--- config.mk ---
export PLATFORM = sky130hd
export DESIGN_NAME = pic8_ctrl
export DESIGN_NICKNAME = d
export VERILOG_FILES = /design/src/rtl/pic8_ctrl.sv
export SDC_FILE = /design/constraint.sdc
export NUM_CORES = 1
export LEC_CHECK = 0
export ABC_AREA = 1
export CAP_MARGIN = 20
export CORE_MARGIN = 2
export CORE_UTILIZATION = 54
export DETAILED_ROUTE_END_ITERATION = 8
export GPL_TIMING_DRIVEN = 0
export PLACE_DENSITY_LB_ADDON = 0.08
export SLEW_MARGIN = 15
export SYNTH_ARGS = -nofsm -noshare
export SYNTH_HDL_FRONTEND = slang
export SYNTH_SLANG_ARGS = --single-unit
--- constraint.sdc ---
create_clock -name clk -period 3.13 [get_ports clk]
set_input_delay 0.313 -clock clk [delete_from_list [all_inputs] [get_ports clk]]
set_output_delay 0.313 -clock clk [all_outputs]
set_load 0.01 [all_outputs]
--- src/rtl/pic8_ctrl.sv ---
module pic8_ctrl (
  input  logic       clk,
  input  logic       rst_n,
  input  logic       mst_sel,
  input  logic       bus_wr,
  input  logic       bus_addr,
  input  logic [7:0] bus_wdata,
  output logic [7:0] bus_rdata,
  input  logic [7:0] irq_req,
  output logic       cpu_int,
  input  logic       cpu_ack,
  output logic [7:0] vec_out,
  output logic       vec_vld,
  input  logic [2:0] cas_in,
  input  logic       cas_in_vld,
  output logic [2:0] cas_out,
  output logic       cas_drv
);
  localparam logic [1:0] IW_IDLE = 2'd0;
  localparam logic [1:0] IW_BASE = 2'd1;
  localparam logic [1:0] IW_CASC = 2'd2;
  localparam logic [1:0] IW_MODE = 2'd3;

  logic [7:0] imr, irr, isr, prev, casw;
  logic [4:0] vbase;
  logic [1:0] iw;
  logic       want_mode, lvl_mode, aeoi, rd_isr;

  logic       found;
  logic [2:0] win, ns_lvl;
  logic       ns_any;
  logic [7:0] irr_nxt, isr_nxt;

  wire cmd_wr  = bus_wr & ~bus_addr;
  wire dat_wr  = bus_wr & bus_addr;
  wire init_go = cmd_wr & bus_wdata[4];
  wire ocw     = cmd_wr & ~bus_wdata[4] & (iw == IW_IDLE);
  wire seoi    = ocw & (bus_wdata[7:5] == 3'b011);
  wire neoi    = ocw & (bus_wdata[7:5] == 3'b001);
  wire rsel    = ocw & (bus_wdata[7:5] == 3'b000) & bus_wdata[3] & bus_wdata[1];
  wire [7:0] req = irr & ~imr;

  always_comb begin
    logic blk;
    found = 1'b0;
    win   = 3'd0;
    blk   = 1'b0;
    for (int i = 0; i < 8; i++) begin
      if (!found && !blk) begin
        if (isr[i]) blk = 1'b1;
        else if (req[i]) begin
          found = 1'b1;
          win   = 3'(i);
        end
      end
    end
  end

  always_comb begin
    ns_any = 1'b0;
    ns_lvl = 3'd0;
    for (int i = 7; i >= 0; i--) begin
      if (isr[i]) begin
        ns_any = 1'b1;
        ns_lvl = 3'(i);
      end
    end
  end

  wire to_slave = mst_sel & found & casw[win];
  wire sel_me   = cas_in_vld & (cas_in == casw[2:0]);
  wire respond  = cpu_ack & (mst_sel | sel_me);
  wire take     = respond & found;

  assign cpu_int   = found;
  assign cas_out   = win;
  assign cas_drv   = cpu_ack & to_slave;
  assign bus_rdata = bus_addr ? imr : (rd_isr ? isr : irr);

  always_comb begin
    if (lvl_mode) irr_nxt = irq_req;
    else          irr_nxt = (irr | (irq_req & ~prev)) & irq_req;
    if (take && !lvl_mode) irr_nxt[win] = 1'b0;
    if (init_go) irr_nxt = 8'h00;
  end

  always_comb begin
    isr_nxt = isr;
    if (seoi) isr_nxt[bus_wdata[2:0]] = 1'b0;
    if (neoi && ns_any) isr_nxt[ns_lvl] = 1'b0;
    if (take && !aeoi) isr_nxt[win] = 1'b1;
    if (init_go) isr_nxt = 8'h00;
  end

  always_ff @(posedge clk) begin
    if (!rst_n) begin
      imr       <= 8'hFF;
      irr       <= 8'h00;
      isr       <= 8'h00;
      prev      <= 8'h00;
      casw      <= 8'h00;
      vbase     <= 5'd0;
      iw        <= IW_IDLE;
      want_mode <= 1'b0;
      lvl_mode  <= 1'b0;
      aeoi      <= 1'b0;
      rd_isr    <= 1'b0;
      vec_out   <= 8'h00;
      vec_vld   <= 1'b0;
    end else begin
      irr     <= irr_nxt;
      isr     <= isr_nxt;
      prev    <= init_go ? 8'hFF : irq_req;
      vec_vld <= 1'b0;

      if (respond && !to_slave) begin
        vec_out <= {vbase, found ? win : 3'd7};
        vec_vld <= 1'b1;
      end

      if (init_go) begin
        iw        <= IW_BASE;
        lvl_mode  <= bus_wdata[3];
        want_mode <= bus_wdata[0];
        aeoi      <= 1'b0;
        imr       <= 8'h00;
        rd_isr    <= 1'b0;
      end else if (dat_wr) begin
        case (iw)
          IW_BASE: begin
            vbase <= bus_wdata[7:3];
            iw    <= IW_CASC;
          end
          IW_CASC: begin
            casw <= bus_wdata;
            iw   <= want_mode ? IW_MODE : IW_IDLE;
          end
          IW_MODE: begin
            aeoi <= bus_wdata[1];
            iw   <= IW_IDLE;
          end
          default: imr <= bus_wdata;
        endcase
      end else if (rsel) begin
        rd_isr <= bus_wdata[0];
      end
    end
  end
endmodule


# --- Yosys cells after proc, flatten, opt, wreduce, memory -nomap -nowiden ---
# Index checks and enable logic that the tools add are counted.
word_totals:
  output_inout_bits: 22
  ff_bits: 60
  inputBits: 26
  wordCells: 205
op_classes:
  n_eq_ne: 7
  n_lt_le_gt_ge: 6
  n_bitwise: 35
  n_mux: 98
  n_reduce_logical: 45
op_table:
  columns: ["op", "count"]
  rows:
  - ["two-way mux 8 bit", 11]
  - ["two-way mux 3 bit", 27]
  - ["two-way mux 1 bit", 54]
  - ["bitwise AND 8 bit", 6]
  - ["NOT 8 bit", 5]
  - ["zero test 1 bit", 17]
  - ["bitwise AND 1 bit", 16]
  - ["bitwise OR 8 bit", 2]
  - ["logical AND 1 bit", 14]
  - ["< comparator 3 x 4 -> 1 bit (second input constant)", 3]
  - ["AND reduction 2 bit", 5]
  - ["demux 1 bit (select 3 bit)", 3]
  - ["greater-or-equal comparator 3 x 1 -> 1 bit (second input constant)", 3]
  - ["case mux 2 bit (3 select lines)", 1]
  - ["AND reduction 3 bit", 2]
  - ["NOT 1 bit", 5]
  - ["== test 2 bit (second input constant)", 2]
  - ["nonzero test 4 bit", 1]
  - ["binary-select mux 1 bit (select 3 bit)", 1]
  - ["== test 3 x 1 -> 1 bit (second input constant)", 1]
  - ["== test 3 x 2 -> 1 bit (second input constant)", 1]
  - ["== test 3 bit", 1]
  - ["zero test 3 bit", 1]
  - ["nonzero test 3 bit", 1]
  - ["8 further kinds", 8]

# --- Depth between registers and ports, before layout ---
logic_depth:
  ltp_word: 32
  mapped_depth: 22

# --- Worst setup path before layout ---
# OpenSTA, ideal clock, no wires.
synth_path:
  kind: "reg2out"
  start: "register imr[0]"
  end: "output port cas_drv"
  t_arrival_ps: 2104
  required_time_ps: 2817
  n_path_buf: 0
  stages_incl_launch_ff: 17
  path_slack_ps: 713
  path_cell_list: "dfxtp_1 -> inv_2 -> nand2_1 -> nand2_1 -> nor2_4 -> a21oi_2 -> o21ai_1 -> inv_2 -> nand3_1 -> nand2_2 -> nor2_4 -> nand3_4 -> nand2_2 -> nand2_2 -> a21oi_4 -> nand4_2 -> nor2_1"
synth_between:
  elab_cells_between_ends: 80
  classes_between: "55 x mux; 5 x bitwise; 20 x reduce/logical"
synth_lines:
  columns: ["item", "line_no", "source"]
  rows:
  - ["start, declared", "24", "logic [7:0] imr, irr, isr, prev, casw;"]
  - ["start signal, assigned", "142", "default: imr <= bus_wdata;"]
  - ["NOT 8 bit *", "41", "wire [7:0] req = irr & ~imr;"]
  - ["bitwise AND 8 bit *", "41", null]
  - ["two-way mux 1 bit *", "51", "else if (req[i]) begin"]
  - ["two-way mux 1 bit *", "50", "if (isr[i]) blk = 1'b1;"]
  - ["two-way mux 1 bit / zero test 1 bit (equally long branches)", "51, 49", null]
  - ["two-way mux 1 bit / logical AND 1 bit (equally long branches)", "50, 49", null]
  - ["two-way mux 1 bit", "49", "if (!found && !blk) begin"]
  - ["two-way mux 1 bit / zero test 1 bit (equally long branches)", "51, 49", null]
  - ["[... 12 more ...]", null, null]
  - ["two-way mux 1 bit / logical AND 1 bit (equally long branches)", "50, 49", null]
  - ["two-way mux 1 bit", "49", null]
  - ["two-way mux 1 bit / zero test 1 bit (equally long branches)", "51, 49", null]
  - ["two-way mux 1 bit / logical AND 1 bit (equally long branches)", "50, 49", null]
  - ["two-way mux 1 bit *", "49", null]
  - ["named net cpu_int", "10", "output logic cpu_int,"]
  - ["bitwise AND 1 bit * (2 in series)", "70", "wire to_slave = mst_sel & found & casw[win];"]
  - ["bitwise AND 1 bit *", "77", "assign cas_drv = cpu_ack & to_slave;"]
  - ["end, declared", "17", "output logic cas_drv"]
# The timed path passes the listed nets; every way through them passes the cells marked *. The select of a mux whose other input is x is not followed.

# --- Worst setup path in the final report ---
layout_path:
  start: "register isr[1]"
  end: "output port cas_drv"
layout_between:
  elab_chain_cells: 24
  elab_cells_between_ends: 75
  classes_between: "54 x mux; 3 x bitwise; 18 x reduce/logical"
layout_rtl:
  columns: ["item", "line_no", "source"]
  rows:
  - ["start, declared", "24", null]
  - ["start signal, assigned", "112", "isr <= isr_nxt;"]
  - ["two-way mux 1 bit", "50", null]
  - ["two-way mux 1 bit", "49", null]
  - ["two-way mux 3 bit (tied with other cells)", "51", null]
  - ["two-way mux 3 bit (tied with other cells)", "50", null]
  - ["two-way mux 3 bit / two-way mux 1 bit (equally long branches)", "49", null]
  - ["two-way mux 3 bit (tied with other cells)", "51", null]
  - ["two-way mux 3 bit (tied with other cells)", "50", null]
  - ["two-way mux 3 bit / two-way mux 1 bit (equally long branches)", "49", null]
  - ["[... 8 more ...]", null, null]
  - ["two-way mux 3 bit / two-way mux 1 bit (equally long branches)", "49", null]
  - ["two-way mux 3 bit / zero test 1 bit (equally long branches)", "51, 49", null]
  - ["two-way mux 3 bit / logical AND 1 bit (equally long branches)", "50, 49", null]
  - ["two-way mux 3 bit", "49", null]
  - ["binary-select mux 1 bit (select 3 bit)", "70", null]
  - ["two-way mux 1 bit (not written as such)", "70", null]
  - ["bitwise AND 1 bit *", "70", null]
  - ["bitwise AND 1 bit *", "77", null]
# Mark *: on every way between the ends. The rest lies on a longest branch, timed or not. The select of a mux whose other input is x is not followed.

==> results.cfg <==
[timing]
finalHoldViolCount = 0
period_share_pct = 95.7
setup_viol = 0
rsz0062_at_grt = yes
crit_path_time_final_ps = 2990
fin_worst_skew_ps = 5.79
tightest_slew_ps = 601
achievable-frequency_mhz = 334
slew_headroom_pct = 59.9
post-route-worst-setup-slack_ps = 136
timing_max_transition_violations_final = 0

[clock_tree]
cts_buffers = 9
worstSkewPairLatency_ps = 340
cts.reportedPaths.clkPinSlew_ps = 70
clock_tree.buffer_depth = 2
clock_tree_from_tritoncts = yes
clock-sinks = 60
clock_tree.root_cell = sky130_fd_sc_hd__clkbuf_8
htree_num_levels = 3

[cells_and_area]
final_net_count = 558
n_antenna_cell = 0
layout.area.seq_um2 = 1210
layout_commonest_cell = sky130_fd_sc_hd__nand2_1
most-common-layout-cells = sky130_fd_sc_hd__nand2_1 (83), sky130_fd_sc_hd__inv_1 (73), sky130_fd_sc_hd__dfxtp_1 (58), sky130_fd_sc_hd__clkdlybuf4s50_1 (45), sky130_fd_sc_hd__a21oi_1 (43)
area.growth.synth_to_final_pct = 27.6
final_layout_size_suffix_gt1_share_pct = 12.8
stdcell_count = 606
post-route-util_pct = 70.1
multi_input_area_um2 = 1710
n_fill_cell = 525

[yosys]
yosys.area.top_type = sky130_fd_sc_hd__dfxtp_1
yosys_warnings = 0
netlist_top_cells_area = sky130_fd_sc_hd__dfxtp_1 (38%), sky130_fd_sc_hd__nand2_1 (10%), sky130_fd_sc_hd__inv_1 (8.6%), sky130_fd_sc_hd__a21oi_1 (6.7%), sky130_fd_sc_hd__o21ai_0 (6.0%)
syn-instance-count = 462
syn_area_per_cell_um2 = 6.91
seq_area_frac_synth_pct = 37.6
syn_area_um2 = 3190
synth_nets = 493
synthDistinctLibCells = 36
synth_seq_cells = 60
yosys.area.top_type_share_pct = 37.6

[place]
io_buffer_count = 47
routabilityCongestion = 0.929
dpl.hpwl_mm = 6.58
placement_setup_slack_ps = -219
post-place-cells = 584

[route]
drt-pass1-iter-count = 5
drt.antenna.violating_nets = 0
detail_route.drc_violations = 0
post_drt_wl_per_cell_um = 14.7
routed_wl_mm = 8.93
detailedRoute.firstIterationViolations = 255
dr_total_vias = 3350
via_per_inst = 5.53

[setup_path]
critical_path_required_ps = 2820
end_kind = output port
timing.setup.critical_path_class = reg2out
critPathLaunchType = flip-flop
critical_path.startpoint = isr[1]
crit-reg2reg-launch = isr[1]
cp_data_arrival_time_ps = 2680
crit_fanout = 6

[power]
powerDensity_nw_per_um2 = 465
total_power_mw = 1.89
worst_ir_drop_vdd_v = 0.000357
power.leakage_nw = 1.76

[grt]
first_global_vias = 2917
groute.layer.met1.usage_pct = 40.5
groute.layer.met2.usage_pct = 42.9
met3_global_route_usage_pct = 5.78
grt.total_usage_pct = 28.6
antenna_found_initial = 0
grt.busiest_layer = met2
grt_start_max_net_pins = 11
grt_overflow = 0
grt_first_pass_wirelength_mm = 14.1

[die]
fp.dieArea_um2 = 6540
number_of_cell_rows = 28
boundaryPins = 48
initial_utilization_pct = 54.9
die_h_um = 80.9
core-area_um2 = 5820
die_width_um = 80.9

[hold_path]
worstHoldPathType = reg2reg
min_from = casw[5]

[flow_run]
cap_violations = 0

[outcome]
outcome = finished, final reports clean
[logic make-up (layout without fill, tap and decap cells)]
kind of cell / Yosys count / count (layout) / share of synthesized area, %
AOI/OAI and AO/OA: 110 / 110 / 20.3
and+or+nand+nor: 192 / 192 / 28.8
adders and majority gates: 5 / 5 / 1.96
DFF: 60 / 60 / 37.6
xor gates and xnor gates: 1 / 1 / 0.274
buffers and inverters: 94 / 163 / 11.1
[routing by layer]
metal | wire length (µm) | vias to the layer above
li1 | - | 1645
met1 | 4070 | 1535
met2 | 3960 | 154
met3 | 694 | 16
met4 | 202 | 0
met5 | 0 | -
[synthesized netlist by cell type]
cell                        instances
sky130_fd_sc_hd__nand4_1            6
sky130_fd_sc_hd__a21oi_1           43
sky130_fd_sc_hd__nor2_2             4
sky130_fd_sc_hd__inv_2              7
sky130_fd_sc_hd__nand3_4            1
sky130_fd_sc_hd__o21bai_4           1
sky130_fd_sc_hd__a31oi_1            2
sky130_fd_sc_hd__a211oi_1           1
sky130_fd_sc_hd__ha_1               5
sky130_fd_sc_hd__nand2_2            8
sky130_fd_sc_hd__a21oi_2            1
sky130_fd_sc_hd__nand4_2            2
sky130_fd_sc_hd__nor2_1            39
sky130_fd_sc_hd__nand3b_1           1
sky130_fd_sc_hd__nand2_4            1
sky130_fd_sc_hd__nand3_1           27
sky130_fd_sc_hd__nor2_4             4
sky130_fd_sc_hd__nor3_1             7
sky130_fd_sc_hd__nor4_1             1
sky130_fd_sc_hd__o211ai_1           9
sky130_fd_sc_hd__o221ai_1           3
sky130_fd_sc_hd__a21oi_4            1
sky130_fd_sc_hd__clkbuf_1          10
sky130_fd_sc_hd__o21ai_1            3
sky130_fd_sc_hd__inv_1             73
sky130_fd_sc_hd__xor2_1             1
sky130_fd_sc_hd__o21ai_0           38
sky130_fd_sc_hd__nor3_2             1
sky130_fd_sc_hd__nand2_1           85
sky130_fd_sc_hd__or4_1              1
sky130_fd_sc_hd__clkinv_1           4
sky130_fd_sc_hd__o21ai_2            1
sky130_fd_sc_hd__dfxtp_1           60
sky130_fd_sc_hd__o2111ai_1          6
sky130_fd_sc_hd__a221o_1            1
sky130_fd_sc_hd__nand3_2            4
[power by group]
| group | leakage, nW | internal, mW | switching (mW) |
|---|---|---|---|
| Combinational | 1.17 | 0.157 | 0.218 |
| Sequential | 0.493 | 0.800 | 0.0205 |
| Clock | 0.0979 | 0.380 | 0.318 |
[cell type report]
cell class | instances | area share [%]
well taps | 75 | 2.30
clock buffers | 10 | 3.38
flip-flops and latches | 60 | 29.6
clock inverters | 5 | 1.29
inverters | 84 | 7.74
plain buffers | 10 | 0.921
repair buffers | 54 | 12.8
multi-input cells | 308 | 42.0
[worst paths after layout]
path         endpoint  slack, ps  cells after the start
max           cas_drv        140                     17
min           casw[5]        460                      2
max reg2reg    irr[6]        540                     18
min reg2reg   casw[5]        460                      2
[worst max-delay path: stages (launching register included)]
cell                       delay [ps]
sky130_fd_sc_hd__dfxtp_4          370
sky130_fd_sc_hd__nor2_1           110
sky130_fd_sc_hd__nand2_2          110
sky130_fd_sc_hd__nand4_1          130
sky130_fd_sc_hd__nand3_2          110
sky130_fd_sc_hd__nor2_4           130
sky130_fd_sc_hd__nand3_1          100
sky130_fd_sc_hd__nand4_1          170
sky130_fd_sc_hd__buf_4            150
sky130_fd_sc_hd__nor2_4            50
sky130_fd_sc_hd__nor3_4           200
sky130_fd_sc_hd__nand2_4          110
sky130_fd_sc_hd__nand2_1           70
sky130_fd_sc_hd__nand2_1           60
sky130_fd_sc_hd__inv_2            100
sky130_fd_sc_hd__nand4_4          110
sky130_fd_sc_hd__nor2_1           110
sky130_fd_sc_hd__clkbuf_2         140
[sequential cells by signal (all words and copies together), names as in the netlist]
signal     cells
irr            8
lvl_mode       1
aeoi           1
isr            8
iw             2
vbase          5
vec_vld        1
imr            8
vec_out        8
want_mode      1
casw           8
rd_isr         1
prev           8
[through the flow]
stage,TNS [ps],hold slack (ps),area [µm²]
floorplan,0,430,3190
global placement,-181,442,3760
detailed placement,-219,449,3760
CTS,0,459,4040
global route,-24.4,482,4080
finish,0,456,4080
[timing repair]
item                                    4_1_cts  5_1_grt
endpoints found under the setup margin        3        4
buffers inserted                              5        2
pin swaps                                     5        6
gates resized for setup                      12       10
hold buffers                                  0        0
Power figures use the tool's default switching activity.
